--- src/rtl/dcoff_pkg.sv ---
package dcoff_pkg;

  typedef enum logic [3:0] {
    ST_IDLE, ST_SETUP, ST_REF_I, ST_REF_Q, ST_ERR_I_LO, ST_ERR_Q_LO,
    ST_SETTLE_LO, ST_HIGH, ST_ERR_Q_HI, ST_ERR_I_HI, ST_SETTLE_HI,
    ST_TIDY, ST_FIN
  } cal_state_e;

  typedef enum logic [1:0] {PH_SEL, PH_WAIT, PH_ADC} cal_phase_e;

  localparam logic [1:0] MON_REF_I = 2'd0;
  localparam logic [1:0] MON_REF_Q = 2'd1;
  localparam logic [1:0] MON_ERR_I = 2'd2;
  localparam logic [1:0] MON_ERR_Q = 2'd3;

  function automatic logic is_meas(cal_state_e s);
    return (s == ST_REF_I) || (s == ST_REF_Q) || (s == ST_ERR_I_LO) ||
           (s == ST_ERR_Q_LO) || (s == ST_ERR_Q_HI) || (s == ST_ERR_I_HI);
  endfunction

  function automatic logic is_settle(cal_state_e s);
    return (s == ST_SETTLE_LO) || (s == ST_SETTLE_HI);
  endfunction

  // monitor source presented while in a given stage
  function automatic logic [1:0] mon_code(cal_state_e s);
    case (s)
      ST_REF_Q:                              return MON_REF_Q;
      ST_ERR_I_LO, ST_ERR_I_HI, ST_SETTLE_HI: return MON_ERR_I;
      ST_ERR_Q_LO, ST_ERR_Q_HI, ST_SETTLE_LO, ST_HIGH: return MON_ERR_Q;
      default:                               return MON_REF_I;
    endcase
  endfunction

  function automatic logic mon_high(cal_state_e s);
    return (s == ST_HIGH) || (s == ST_ERR_Q_HI) || (s == ST_ERR_I_HI) ||
           (s == ST_SETTLE_HI);
  endfunction

  // stage after a completed read; last selects leaving the pass loop
  function automatic cal_state_e after_meas(cal_state_e s, logic last);
    case (s)
      ST_REF_I:    return ST_REF_Q;
      ST_REF_Q:    return ST_ERR_I_LO;
      ST_ERR_I_LO: return ST_ERR_Q_LO;
      ST_ERR_Q_LO: return last ? ST_HIGH : ST_SETTLE_LO;
      ST_ERR_Q_HI: return ST_ERR_I_HI;
      ST_ERR_I_HI: return last ? ST_TIDY : ST_SETTLE_HI;
      default:     return ST_IDLE;
    endcase
  endfunction

endpackage

--- src/rtl/dcoff_delay.sv ---
module dcoff_delay #(
  parameter int SYM_W      = 12,
  parameter int SETTLE_SYM = 4
) (
  input  logic             clk,
  input  logic             rst_n,
  input  logic             load,
  input  logic             settle,
  input  logic             slow,
  input  logic [SYM_W-1:0] sym,
  output logic             zero
);
  localparam int CNT_W = SYM_W + 4 + $clog2(SETTLE_SYM + 1);

  // cycles before a sample: one or eight symbols plus a fifth of a symbol
  function automatic logic [CNT_W-1:0] samp_len(logic [SYM_W-1:0] s, logic lg);
    logic [CNT_W-1:0] w;
    w = CNT_W'(s);
    return (lg ? (w << 3) : w) + (w / CNT_W'(5));
  endfunction

  function automatic logic [CNT_W-1:0] settle_len(logic [SYM_W-1:0] s);
    return CNT_W'(s) * CNT_W'(SETTLE_SYM);
  endfunction

  logic [CNT_W-1:0] cnt;
  logic [CNT_W-1:0] len;

  assign len  = settle ? settle_len(sym) : samp_len(sym, slow);
  assign zero = (cnt == '0);

  always_ff @(posedge clk or negedge rst_n) begin
    if (!rst_n)            cnt <= '0;
    else if (load)         cnt <= (len == '0) ? '0 : len - 1'b1;
    else if (cnt != '0)    cnt <= cnt - 1'b1;
  end

  assert_count_step_R4: assert property (@(posedge clk) disable iff (!rst_n)
    (!load && !zero) |=> (cnt == $past(cnt) - 1'b1));

endmodule

--- src/rtl/dcoff_chan.sv ---
module dcoff_chan #(
  parameter int OFF_W  = 16,
  parameter int ADC_W  = 12,
  parameter int GAIN_W = 8
) (
  input  logic                     clk,
  input  logic                     rst_n,
  input  logic                     clr,
  input  logic                     ref_ld,
  input  logic                     upd,
  input  logic                     add,
  input  logic signed [ADC_W-1:0]  adc,
  input  logic        [GAIN_W-1:0] gain,
  input  logic signed [OFF_W-1:0]  lohi,
  output logic signed [OFF_W-1:0]  off
);
  localparam int EXT_W = OFF_W + ADC_W + GAIN_W + 2;
  localparam logic signed [EXT_W-1:0] MAXV = {{(EXT_W-OFF_W+1){1'b0}}, {(OFF_W-1){1'b1}}};
  localparam logic signed [EXT_W-1:0] MINV = {{(EXT_W-OFF_W+1){1'b1}}, {(OFF_W-1){1'b0}}};

  function automatic logic signed [OFF_W-1:0] clamp(logic signed [EXT_W-1:0] v);
    if (v > MAXV)      return MAXV[OFF_W-1:0];
    else if (v < MINV) return MINV[OFF_W-1:0];
    else               return v[OFF_W-1:0];
  endfunction

  // floor((sample - reference) * gain / 2^GAIN_W)
  function automatic logic signed [EXT_W-1:0] correction(
      logic signed [ADC_W-1:0] s, logic signed [ADC_W-1:0] r, logic [GAIN_W-1:0] g);
    logic signed [EXT_W-1:0] a, b, k, p;
    a = s;
    b = r;
    k = $signed({{(EXT_W-GAIN_W){1'b0}}, g});
    p = (a - b) * k;
    return p >>> GAIN_W;
  endfunction

  logic signed [ADC_W-1:0] ref_r;
  logic signed [OFF_W-1:0] off_r;
  logic signed [EXT_W-1:0] off_x, lohi_x, corr;

  assign off_x  = off_r;
  assign lohi_x = lohi;
  assign corr   = correction(adc, ref_r, gain);
  assign off    = off_r;

  always_ff @(posedge clk or negedge rst_n) begin
    if (!rst_n)      ref_r <= '0;
    else if (ref_ld) ref_r <= adc;
  end

  always_ff @(posedge clk or negedge rst_n) begin
    if (!rst_n)    off_r <= '0;
    else if (clr)  off_r <= '0;
    else if (upd)  off_r <= clamp(off_x - corr);
    else if (add)  off_r <= clamp(off_x + lohi_x);
  end

  assert_hold_R5: assert property (@(posedge clk) disable iff (!rst_n)
    (!clr && !upd && !add) |=> $stable(off_r));

  assert_sat_up_R6: assert property (@(posedge clk) disable iff (!rst_n)
    (add && !clr && !upd && !lohi[OFF_W-1]) |=> (off_r >= $past(off_r)));

  assert_sat_dn_R6: assert property (@(posedge clk) disable iff (!rst_n)
    (add && !clr && !upd && lohi[OFF_W-1]) |=> (off_r <= $past(off_r)));

endmodule

--- src/rtl/dcoff_fsm.sv ---
module dcoff_fsm
  import dcoff_pkg::*;
#(
  parameter int ITER_W = 4
) (
  input  logic              clk,
  input  logic              rst_n,
  input  logic              start,
  input  logic              adc_vld,
  input  logic              tmr_zero,
  input  logic [ITER_W-1:0] cfg_iters,
  output logic              busy,
  output logic              done,
  output logic              cmd_init,
  output logic              cmd_stb,
  output logic              adc_req,
  output logic              tmr_load,
  output logic              tmr_settle,
  output logic              clr,
  output logic              add_lohi,
  output logic [1:0]        mon_sel,
  output logic              mon_hg,
  output logic [1:0]        ref_ld,
  output logic [1:0]        upd
);
  cal_state_e        st, st_nx;
  cal_phase_e        ph, ph_nx;
  logic [ITER_W-1:0] pass_cnt, pass_nx;
  logic [ITER_W:0]   need;
  logic              last_pass;
  logic              rd_done;
  logic              meas, sett;

  assign need      = (cfg_iters == '0) ? (ITER_W+1)'(1) : {1'b0, cfg_iters};
  assign last_pass = ({1'b0, pass_cnt} + (ITER_W+1)'(1)) >= need;
  assign meas      = is_meas(st);
  assign sett      = is_settle(st);
  assign rd_done   = meas && (ph == PH_ADC) && adc_vld;

  always_comb begin
    st_nx   = st;
    ph_nx   = ph;
    pass_nx = pass_cnt;
    case (st)
      ST_IDLE:  if (start) begin st_nx = ST_SETUP; ph_nx = PH_SEL; end
      ST_SETUP: begin st_nx = ST_REF_I;    pass_nx = '0; end
      ST_HIGH:  begin st_nx = ST_ERR_Q_HI; pass_nx = '0; end
      ST_TIDY:  st_nx = ST_FIN;
      ST_FIN:   st_nx = ST_IDLE;
      default: begin
        if (ph == PH_SEL) begin
          ph_nx = PH_WAIT;
        end else if (ph == PH_WAIT) begin
          if (tmr_zero) begin
            if (sett) begin
              st_nx = (st == ST_SETTLE_LO) ? ST_ERR_I_LO : ST_ERR_Q_HI;
              ph_nx = PH_SEL;
            end else begin
              ph_nx = PH_ADC;
            end
          end
        end else if (adc_vld) begin
          st_nx = after_meas(st, last_pass);
          ph_nx = PH_SEL;
          if (st == ST_ERR_Q_LO || st == ST_ERR_I_HI) pass_nx = pass_cnt + 1'b1;
        end
      end
    endcase
  end

  always_ff @(posedge clk or negedge rst_n) begin
    if (!rst_n) begin
      st       <= ST_IDLE;
      ph       <= PH_SEL;
      pass_cnt <= '0;
    end else begin
      st       <= st_nx;
      ph       <= ph_nx;
      pass_cnt <= pass_nx;
    end
  end

  assign busy       = (st != ST_IDLE);
  assign done       = (st == ST_FIN);
  assign cmd_init   = (st == ST_SETUP);
  assign cmd_stb    = (meas && ph == PH_SEL) || (st == ST_HIGH) || (st == ST_TIDY);
  assign adc_req    = meas && (ph == PH_WAIT) && tmr_zero;
  assign tmr_load   = (meas || sett) && (ph == PH_SEL);
  assign tmr_settle = sett;
  assign clr        = (st == ST_SETUP);
  assign add_lohi   = (st == ST_HIGH);
  assign mon_sel    = mon_code(st);
  assign mon_hg     = mon_high(st);
  assign ref_ld[0]  = rd_done && (st == ST_REF_I);
  assign ref_ld[1]  = rd_done && (st == ST_REF_Q);
  assign upd[0]     = rd_done && (st == ST_ERR_I_LO || st == ST_ERR_I_HI);
  assign upd[1]     = rd_done && (st == ST_ERR_Q_LO || st == ST_ERR_Q_HI);

  assert_start_ignored_R1: assert property (@(posedge clk) disable iff (!rst_n)
    (busy && !done && start) |=> busy);

  assert_req_pulse_R4: assert property (@(posedge clk) disable iff (!rst_n)
    adc_req |=> !adc_req);

  assert_strobes_apart_R3: assert property (@(posedge clk) disable iff (!rst_n)
    $onehot0({cmd_init, cmd_stb, adc_req, done}));

  assert_done_restored_R10: assert property (@(posedge clk) disable iff (!rst_n)
    done |-> ($past(cmd_stb) && !$past(mon_hg) && ($past(mon_sel) == MON_REF_I)));

  assert_hg_switch_R9: assert property (@(posedge clk) disable iff (!rst_n)
    add_lohi |-> (cmd_stb && mon_hg));

endmodule

--- src/rtl/dcoff_cal_seq.sv ---
module dcoff_cal_seq #(
  parameter int OFF_W      = 16,
  parameter int ADC_W      = 12,
  parameter int GAIN_W     = 8,
  parameter int ITER_W     = 4,
  parameter int SYM_W      = 12,
  parameter int SETTLE_SYM = 4
) (
  input  logic                     clk,
  input  logic                     rst_n,
  input  logic                     start,
  input  logic [ITER_W-1:0]        cfg_iters,
  input  logic [GAIN_W-1:0]        cfg_gain,
  input  logic                     cfg_slow,
  input  logic [SYM_W-1:0]         cfg_sym,
  input  logic signed [OFF_W-1:0]  cfg_lohi,
  output logic                     busy,
  output logic                     done,
  output logic                     mon_init,
  output logic                     mon_stb,
  output logic [1:0]               mon_sel,
  output logic                     mon_hg,
  output logic                     adc_req,
  input  logic                     adc_vld,
  input  logic signed [ADC_W-1:0]  adc_data,
  output logic signed [OFF_W-1:0]  off_i,
  output logic signed [OFF_W-1:0]  off_q
);
  localparam int NCH = 2;

  logic              tmr_zero, tmr_load, tmr_settle;
  logic              clr, add_lohi;
  logic [NCH-1:0]    ref_ld, upd;
  logic signed [OFF_W-1:0] off_v [NCH];

  dcoff_fsm #(.ITER_W(ITER_W)) u_fsm (
    .clk(clk), .rst_n(rst_n), .start(start), .adc_vld(adc_vld),
    .tmr_zero(tmr_zero), .cfg_iters(cfg_iters), .busy(busy), .done(done),
    .cmd_init(mon_init), .cmd_stb(mon_stb), .adc_req(adc_req),
    .tmr_load(tmr_load), .tmr_settle(tmr_settle), .clr(clr),
    .add_lohi(add_lohi), .mon_sel(mon_sel), .mon_hg(mon_hg),
    .ref_ld(ref_ld), .upd(upd)
  );

  dcoff_delay #(.SYM_W(SYM_W), .SETTLE_SYM(SETTLE_SYM)) u_dly (
    .clk(clk), .rst_n(rst_n), .load(tmr_load), .settle(tmr_settle),
    .slow(cfg_slow), .sym(cfg_sym), .zero(tmr_zero)
  );

  for (genvar c = 0; c < NCH; c++) begin : g_chan
    dcoff_chan #(.OFF_W(OFF_W), .ADC_W(ADC_W), .GAIN_W(GAIN_W)) u_ch (
      .clk(clk), .rst_n(rst_n), .clr(clr), .ref_ld(ref_ld[c]), .upd(upd[c]),
      .add(add_lohi), .adc(adc_data), .gain(cfg_gain), .lohi(cfg_lohi),
      .off(off_v[c])
    );
  end

  assign off_i = off_v[0];
  assign off_q = off_v[1];

  assert_clear_on_start_R5: assert property (@(posedge clk) disable iff (!rst_n)
    mon_init |=> (off_i == '0 && off_q == '0));

endmodule

--- config.mk ---
export PLATFORM = sky130hd
export DESIGN_NAME = dcoff_cal_seq
export DESIGN_NICKNAME = d
export VERILOG_FILES = /design/src/rtl/dcoff_pkg.sv /design/src/rtl/dcoff_delay.sv /design/src/rtl/dcoff_chan.sv /design/src/rtl/dcoff_fsm.sv /design/src/rtl/dcoff_cal_seq.sv
export SDC_FILE = /design/constraint.sdc
export NUM_CORES = 1
export LEC_CHECK = 0
export BUFFER_PORTS_ARGS = -buffer_cell sky130_fd_sc_hd__buf_2
export CELL_PAD_IN_SITES_DETAIL_PLACEMENT = 1
export CELL_PAD_IN_SITES_GLOBAL_PLACEMENT = 2
export CORE_ASPECT_RATIO = 1.25
export CORE_MARGIN = 3
export CORE_UTILIZATION = 42
export DETAILED_ROUTE_END_ITERATION = 6
export PLACE_DENSITY_LB_ADDON = 0.1
export SLEW_MARGIN = 10
export SYNTH_ARGS = -nofsm -noshare
export SYNTH_HDL_FRONTEND = slang
export SYNTH_SLANG_ARGS = --single-unit
--- constraint.sdc ---
create_clock -name clk -period 18.9 [get_ports clk]
set_input_delay 1.89 -clock clk [delete_from_list [all_inputs] [get_ports clk]]
set_output_delay 1.89 -clock clk [all_outputs]
set_load 0.005 [all_outputs]
==> Implementation_results.wiki, run 1 <==
{| class="wikitable"
! Metric !! Value
|-
| Run status || complete, no violations
|-
| Share of final-layout standard cells stronger than drive strength 1 || 7.388%
|-
| Count of endpoints failing hold in the final timing report || 0
|-
| Starting density of the core || 42.88%
|-
| Total setup buffers inserted after CTS || 0
|-
| Area added between synthesis and finish || 6.817%
|-
| Ports placed on the boundary || 97
|-
| Antenna violations before repair || 0
|-
| Hold Path Cell Cnt || 1
|-
| Clock-pin slew on the worst setup and hold paths || 0.08 ns
|-
| Class of the most critical hold timing path || flip-flop to flip-flop
|-
| Met3 wire length || 1362 um
|-
| Most used standard cell by instance count after synthesis || sky130_fd_sc_hd__inv_1
|-
| Finished Core Util || 45.80%
|-
| Worst hold margin || 0.5281 ns
|-
| Post-route DRC || 0
|-
| Clk Latency, worst-skew pair || 0.38 ns
|-
| Netlist Area Pre-Place || 17770 um^2
|-
| Post-DR vias/cell || 5.528
|-
| Worst Clk Skew || 0.01851 ns
|-
| Xor/xnor share of the synthesized area || 6.598%
|-
| Pin count of the biggest net entering global routing || 62
|-
| First drt pass iteration count || 4
|-
| Share of the synthesized area in compound gates (AO/OA/AOI/OAI) || 17.82%
|-
| Antenna-violating nets left || 0
|-
| Post-Synthesis Net Count || 2653
|-
| Internal reg-to-reg setup slack || 9.13 ns
|-
| Die Footprint || 44830 um^2
|-
| Synth top area cells || sky130_fd_sc_hd__fa_1 19%, sky130_fd_sc_hd__ha_1 13%, sky130_fd_sc_hd__dfrtp_1 12%, sky130_fd_sc_hd__inv_1 7.0%, sky130_fd_sc_hd__nand2_1 5.4%
|-
| Wire per inst || 18.60 um
|-
| Post-synthesis mux area share || 1.204%
|-
| Fraction of the mapped netlist area in adder cells || 32.84%
|-
| WL met2 || 29040 um
|-
| Highest achievable clock rate || 90.21 MHz
|-
| Endpoint of the worst hold path || g_chan[1].u_ch.ref_r[0]
|-
| Critical R2R Capture || g_chan[0].u_ch.off[11]
|-
| Routed Wire Length || 52600 um
|-
| Horiz. Die Dim || 190.0 um
|-
| Number of buffers created by CTS || 9
|-
| Arrival time worst endpoint || 11.36 ns
|-
| Nature of the critical path endpoint || flip-flop
|-
| Number of input and output port buffers inserted || 96
|-
| Per-instance average area after synthesis || 7.946 um^2
|-
| Overall die height || 236.0 um
|-
| Post-Synthesis Cells || 2236
|-
| Total of flip-flops plus latches after synthesis || 85
|-
| Number of levels the H-tree was split into || 3
|-
| Global-route usage over all layers || 24.06%
|-
| Global route overflow || 0
|-
| Core Box Area || 41440 um^2
|-
| Vias in the first global route || 17.16k
|-
| Largest family of logic cells by synthesized area || adder cells
|-
| R2R Path Start || g_chan[0].u_ch.ref_r[1]
|-
| CTS root buffer || sky130_fd_sc_hd__clkbuf_16
|-
| Max-cap violations || 0
|-
| Setup Total Neg Slack || 0 ns
|-
| Top fanout value on the critical path || 14
|-
| Yosys top cell area share || 19.49%
|-
| Required time at the endpoint of the critical path || 19.18 ns
|-
| Cts-stage hold buffer count || 0
|-
| Prevailing post-synth register cell || sky130_fd_sc_hd__dfrtp_1
|-
| Cell type with the largest total area after synthesis || sky130_fd_sc_hd__fa_1
|-
| Number of enable flip-flop cells after synthesis || 0
|-
| Asr flop ratio synth || 100.0%
|-
| Num rows || 83
|-
| Worst Hold Launch || g_chan[1].u_ch.ref_r[0]
|-
| Via count of the routed design || 15.63k
|-
| Final HPWL from detailed placement || 43190 um
|-
| Most instantiated cells after synthesis || 332 x sky130_fd_sc_hd__inv_1, 256 x sky130_fd_sc_hd__nand2_1, 187 x sky130_fd_sc_hd__ha_1, 173 x sky130_fd_sc_hd__fa_1, 145 x sky130_fd_sc_hd__a21oi_1
|-
| Shortest clock period the worst path allows after layout || 11.08 ns
|-
| Final setup viols || 0
|-
| Slew @ Worst Pin || 1.256 ns
|-
| Count of yosys warnings during synthesis || 0
|-
| Remaining max-slew budget at the tightest pin || 13.84%
|-
| Fraction of the yosys area taken by sequential cells || 11.97%
|-
| Worst Path Class, Setup || primary input to flip-flop
|-
| Fillers || 5107
|-
| Synth cell types || 95
|-
| Highest layer used for signal routing || met4
|-
| Clock tree from TritonCTS || built
|-
| Sum of routed wire segments on met1 || 20110 um
|-
| Nets@finish || 2686
|-
| Worst Path Buf+Inv || 6
|-
| Largest incremental delay on the critical path || 0.95 ns
|-
| Area fraction in and, or, nand and nor cells after synthesis || 20.57%
|-
| Global-route wire length before repair || 87620 um
|-
| Delay-heaviest family, CP || compound AO/OA/AOI/OAI gates
|-
| CTS-repair resized insts || 0
|-
| Final slew viol count || 0
|-
| Length in cells of the worst reg-to-reg path || 39
|-
| Clk sink count || 85
|-
| Cell repeated most along the worst path || sky130_fd_sc_hd__a21oi_1
|-
| Slowest cell on the critical path || sky130_fd_sc_hd__mux2i_1
|-
| Routability congestion estimate || 0.8063
|-
| Startpoint type of the worst setup path || primary input
|-
| Drt first-iter violations || 471
|-
| Unrepaired setup endpoints after global routing || no
|-
| Crit share post-route || 58.65%
|-
| Clk buf depth || 2
|}
-- worst register-to-register path: cells and delay by family, from the launching register on --
kind,cells,cell delay (ns)
flops,1,0.36
buf+inv,5,0.34
compound gates,18,3.65
mux,1,0.98
simple gates,7,1.01
fa+ha+maj,7,2.85
xor+xnor,1,0.50
-- cell usage in the layout, fill, tap and decap left out, drive strengths merged, types with 6 or more instances in the layout --
cell type and n:
fa 173, buf 104, o31ai 39, nor3 42, nand3 23, a22o 10
nor3b 10, o22ai 19, inv 337, nand2 256, o21a 13, o21bai 16
o211ai 11, mux2i 9, dfrtp 85, and3 13, o21ai 107, nand3b 7
ha 187, a21oi 146, and4 7, xor2 49, nand2b 25, nor2 117
nor4 8, or3 14, nor2b 41, and2 115, or4 6, a31oi 18
nand4 9, a211oi 12, mux2 11, a21boi 15, or2 17, a21o 31
xnor2 84, clkbuf 10
-- registers in the layout, indices dropped and copies added, names as in the netlist --
register and cells:
u_dly.cnt 19, u_fsm.ph 2, g_chan.u_ch.ref_r 24, g_chan.u_ch.off 32
u_fsm.st 4, u_fsm.pass_cnt 4
-- cell type report --
class                           instances  area [um^2]  area share, %
Multi-Input combinational cell       1737        14070          74.12
Sequential cell                        85         2127          11.21
Inverter                              332         1246          6.566
Tap cell                              552        690.7          3.639
Timing Repair Buffer                  104        543.0          2.861
Clock buffer                           10        229.0          1.206
Clock inverter                          6        73.82         0.3890
Antenna cell                            1        2.502        0.01318
-- routing by layer --
metal | global-route usage [%] | vias up
li1 | - | 7526
met1 | 26.15 | 7820
met2 | 46.79 | 201
met3 | 2.795 | 80
met4 | 9.301 | 0
met5 | 0 | -
-- worst max-delay path by stage --
stage / startpoint / endpoint / depth (start not counted)
finish: adc_data[0] / g_chan[0].u_ch.off[11] / 43
global route: adc_data[0] / g_chan[0].u_ch.off[7] / 43
CTS: adc_data[1] / g_chan[1].u_ch.off[14] / 39
detailed placement: adc_data[1] / g_chan[1].u_ch.off[14] / 39
global placement: adc_data[0] / g_chan[1].u_ch.off[10] / 39
floorplan: adc_data[0] / g_chan[1].u_ch.off[2] / 40
-- metrics by stage --
stage / cells / worst slack, ns / cell area (um^2)
final: 2827 / 7.815 / 18980
after global routing: 2826 / 6.864 / 18980
after CTS: 2826 / 7.611 / 18970
after detailed placement: 2810 / 7.251 / 18660
after global placement: 2810 / 7.497 / 18660
after floorplan: 2236 / 8.729 / 17770
-- cell families (layout without fill, tap and decap cells) --
kind of cell / Yosys count / count (layout)
xor+xnor: 133 / 133
compound gates: 494 / 494
simple gates: 727 / 727
other cells: 0 / 1
flops: 85 / 85
mux: 20 / 20
buf+inv: 414 / 452
fa+ha+maj: 363 / 363
Power of run 1 is left out: the tool's default activity adds up to more than one toggle a clock period on the data nets, which glitch-free logic cannot reach.
==> run 2, diff against run 1 <==
ABC_AREA = 1   (was not set)
CORE_UTILIZATION = 34   (was 42)
clock period = 9.7 ns   (was 18.9 ns; I/O delays follow)
==> run 2 against run 1 <==
Effect of this change:
- routed wire length shrank 4.0%
- global-route usage shrank 4.2 points
- synthesized cell count rose by 3.7%
- flip-flop and latch count is the same
- via count is 3.4% lower
- utilization down 6.5 points
- count of clock-buffer cells in the layout did not move
- highest routed layer is now met5
- critical endpoint is now g_chan[0].u_ch.off[14]
- cell count grew 10%
- clock skew down 0.0051 ns
- design area increased by 0.32%
- worst setup slack got worse by 7.4 ns
==> Implementation_results.wiki, run 2 <==
{| class="wikitable"
! Metric !! Value
|-
| Horiz. Die Dim || 204.2 um
|-
| Nature of the critical path endpoint || flip-flop
|-
| Required time at the endpoint of the critical path || 9.95 ns
|-
| Total of flip-flops plus latches after synthesis || 85
|-
| Num rows || 90
|-
| Die Footprint || 51830 um^2
|-
| Number of enable flip-flop cells after synthesis || 0
|-
| Clock tree from TritonCTS || built
|-
| Prevailing post-synth register cell || sky130_fd_sc_hd__dfrtp_1
|-
| Fraction of the mapped netlist area in adder cells || 34.75%
|-
| Most used standard cell by instance count after synthesis || sky130_fd_sc_hd__inv_1
|-
| Most instantiated cells after synthesis || 508 x sky130_fd_sc_hd__inv_1, 385 x sky130_fd_sc_hd__nand2_1, 216 x sky130_fd_sc_hd__nor2_1, 187 x sky130_fd_sc_hd__ha_1, 173 x sky130_fd_sc_hd__fa_1
|-
| Slew @ Worst Pin || 1.060 ns
|-
| Via count of the routed design || 15.09k
|-
| Post-synthesis mux area share || 0%
|-
| Number of placed instances, taps included || 3094
|-
| Global-route wire length before repair || 83170 um
|-
| First drt pass iteration count || 4
|-
| Overall die height || 253.8 um
|-
| Finished Core Util || 39.32%
|-
| Netlist Area Pre-Place || 16700 um^2
|-
| Final HPWL from detailed placement || 43180 um
|-
| Antenna-violating nets left || 0
|-
| Yosys top cell area share || 20.74%
|-
| Share of the synthesized area in compound gates (AO/OA/AOI/OAI) || 13.08%
|-
| Largest incremental delay on the critical path || 0.55 ns
|-
| Xor/xnor share of the synthesized area || 5.657%
|-
| Starting density of the core || 34.49%
|-
| Asr flop ratio synth || 100.0%
|-
| Pin count of the biggest net entering global routing || 73
|-
| Leading cell type in the layout, fill and taps excluded || sky130_fd_sc_hd__inv_1
|-
| Worst Path Buf+Inv || 8
|-
| Largest family of logic cells by synthesized area || adder cells
|-
| Count of yosys warnings during synthesis || 0
|-
| Worst Clk Skew || 0.01344 ns
|-
| Highest achievable clock rate || 108.1 MHz
|-
| Synth cell types || 50
|-
| Flip-flop count of the largest register after layout || 32
|-
| Fraction of the yosys area taken by sequential cells || 12.74%
|-
| Clk Latency, worst-skew pair || 0.36 ns
|-
| Synth top area cells || sky130_fd_sc_hd__fa_1 21%, sky130_fd_sc_hd__ha_1 14%, sky130_fd_sc_hd__dfrtp_1 13%, sky130_fd_sc_hd__inv_1 11%, sky130_fd_sc_hd__nand2_1 8.7%
|-
| Ports placed on the boundary || 97
|-
| Post-Synthesis Net Count || 2736
|-
| Cell type with the largest total area after synthesis || sky130_fd_sc_hd__fa_1
|-
| Arrival time worst endpoint || 9.50 ns
|-
| Global route overflow || 0
|-
| Clock-pin slew on the worst setup and hold paths || 0.08 ns
|-
| Number of standard cells in the final layout excluding fillers || 3114
|-
| Clk sink count || 85
|-
| Area fraction in and, or, nand and nor cells after synthesis || 21.08%
|-
| Post-Synthesis Cells || 2319
|-
| Crit share post-route || 95.38%
|-
| Class of the most critical hold timing path || primary input to async pin
|-
| Final setup viols || 0
|-
| Worst Path Class, Setup || primary input to flip-flop
|-
| Run status || complete, no violations
|-
| Final slew viol count || 0
|-
| Shortest clock period the worst path allows after layout || 9.252 ns
|-
| Top fanout value on the critical path || 4
|-
| Share of final-layout standard cells stronger than drive strength 1 || 13.64%
|-
| Vias in the first global route || 16.37k
|-
| Remaining max-slew budget at the tightest pin || 29.35%
|-
| CTS root buffer || sky130_fd_sc_hd__clkbuf_16
|-
| Slowest cell on the critical path || sky130_fd_sc_hd__fa_1
|-
| Antenna violations before repair || 4
|-
| Area added between synthesis and finish || 14.03%
|-
| Clk buf depth || 2
|-
| Post-route DRC || 0
|-
| Cell repeated most along the worst path || sky130_fd_sc_hd__nand2_1
|-
| Drt first-iter violations || 401
|-
| Cts-stage hold buffer count || 0
|-
| Per-instance average area after synthesis || 7.201 um^2
|-
| Routed Wire Length || 50490 um
|-
| Number of buffers created by CTS || 9
|-
| Post-DR vias/cell || 4.846
|-
| Number of levels the H-tree was split into || 3
|-
| Delay-heaviest family, CP || adder cells
|-
| Wire per inst || 16.21 um
|-
| Number of input and output port buffers inserted || 96
|-
| Setup Total Neg Slack || 0 ns
|-
| Max-cap violations || 0
|-
| Antenna Cells || 0
|-
| Routability congestion estimate || 0.8130
|-
| Nets@finish || 2882
|-
| Worst hold margin || 0.4454 ns
|-
| Startpoint type of the worst setup path || primary input
|-
| Count of endpoints failing hold in the final timing report || 0
|-
| Global-route usage over all layers || 19.90%
|-
| Commonest non-fill, non-tap cells in the layout || 501 x sky130_fd_sc_hd__inv_1, 380 x sky130_fd_sc_hd__nand2_1, 216 x sky130_fd_sc_hd__nor2_1
|-
| Core Box Area || 48420 um^2
|}
[run 2: repair_timing]
| item | CTS | global route |
|---|---|---|
| setup endpoints to repair | 0 | 31 |
| setup buffers | 0 | 3 |
| gates resized for setup | 0 | 89 |
[run 2: cell type report]
cell class	instances	area [um^2]
clock buffer	10	229.0
clock inverter	6	71.32
fill	6137	29380
inverter	524	1967
multi-input combinational	1669	12750
sequential	85	2127
tap	644	805.8
timing repair buffer	176	1095
[run 2: kinds of logic (layout without fill, tap and decap cells)]
family | after synthesis | count (layout)
simple gates | 808 | 808
xor+xnor | 107 | 107
buf+inv | 565 | 716
compound gates | 394 | 394
flops | 85 | 85
fa+ha+maj | 360 | 360
[run 2: routing by layer]
metal	track usage (%)	part of all wire (%)	up-vias	wire length, um
met2	38.99	55	129	27540
met1	23.04	41	7394	20580
met3	2.703	2.9	46	1480
li1	-	-	7515	-
met4	3.619	1.7	6	848
met5	0	0.077	-	39
[run 2: per-stage QoR]
step	worst slack, ns	area (um^2)
6_report	0.4481	19040
5_1_grt	-0.01598	19040
4_1_cts	0.05797	18700
3_5_place_dp	-0.2850	18400
3_3_place_gp	-0.07856	18400
2_1_floorplan	0.4185	16700
[run 2: worst paths after layout]
kind | start | endpoint | slack, ns | depth (start not counted)
min reg2reg | g_chan[1].u_ch.ref_r[2] | g_chan[1].u_ch.ref_r[2] | 0.49 | 2
max | adc_data[2] | g_chan[0].u_ch.off[14] | 0.45 | 50
min | rst_n | u_dly.cnt[13] | 0.45 | 1
max in group asynchronous | rst_n | g_chan[0].u_ch.ref_r[0] | 7.94 | 2
max reg2reg | g_chan[0].u_ch.ref_r[2] | g_chan[0].u_ch.off[14] | 0.82 | 50
min in group clk | g_chan[1].u_ch.ref_r[2] | g_chan[1].u_ch.ref_r[2] | 0.49 | 2
[run 2: worst register-to-register path: cells and delay by family (launching register included)]
kind	cells	cell delay, ns
xor gates and xnor gates	1	0.27
adders and majority gates	7	2.86
and+or+nand+nor	17	2.12
buffers and inverters	8	0.69
DFF	1	0.35
AOI/OAI and AO/OA	17	2.48
Power of run 2 is left out for the same reason.
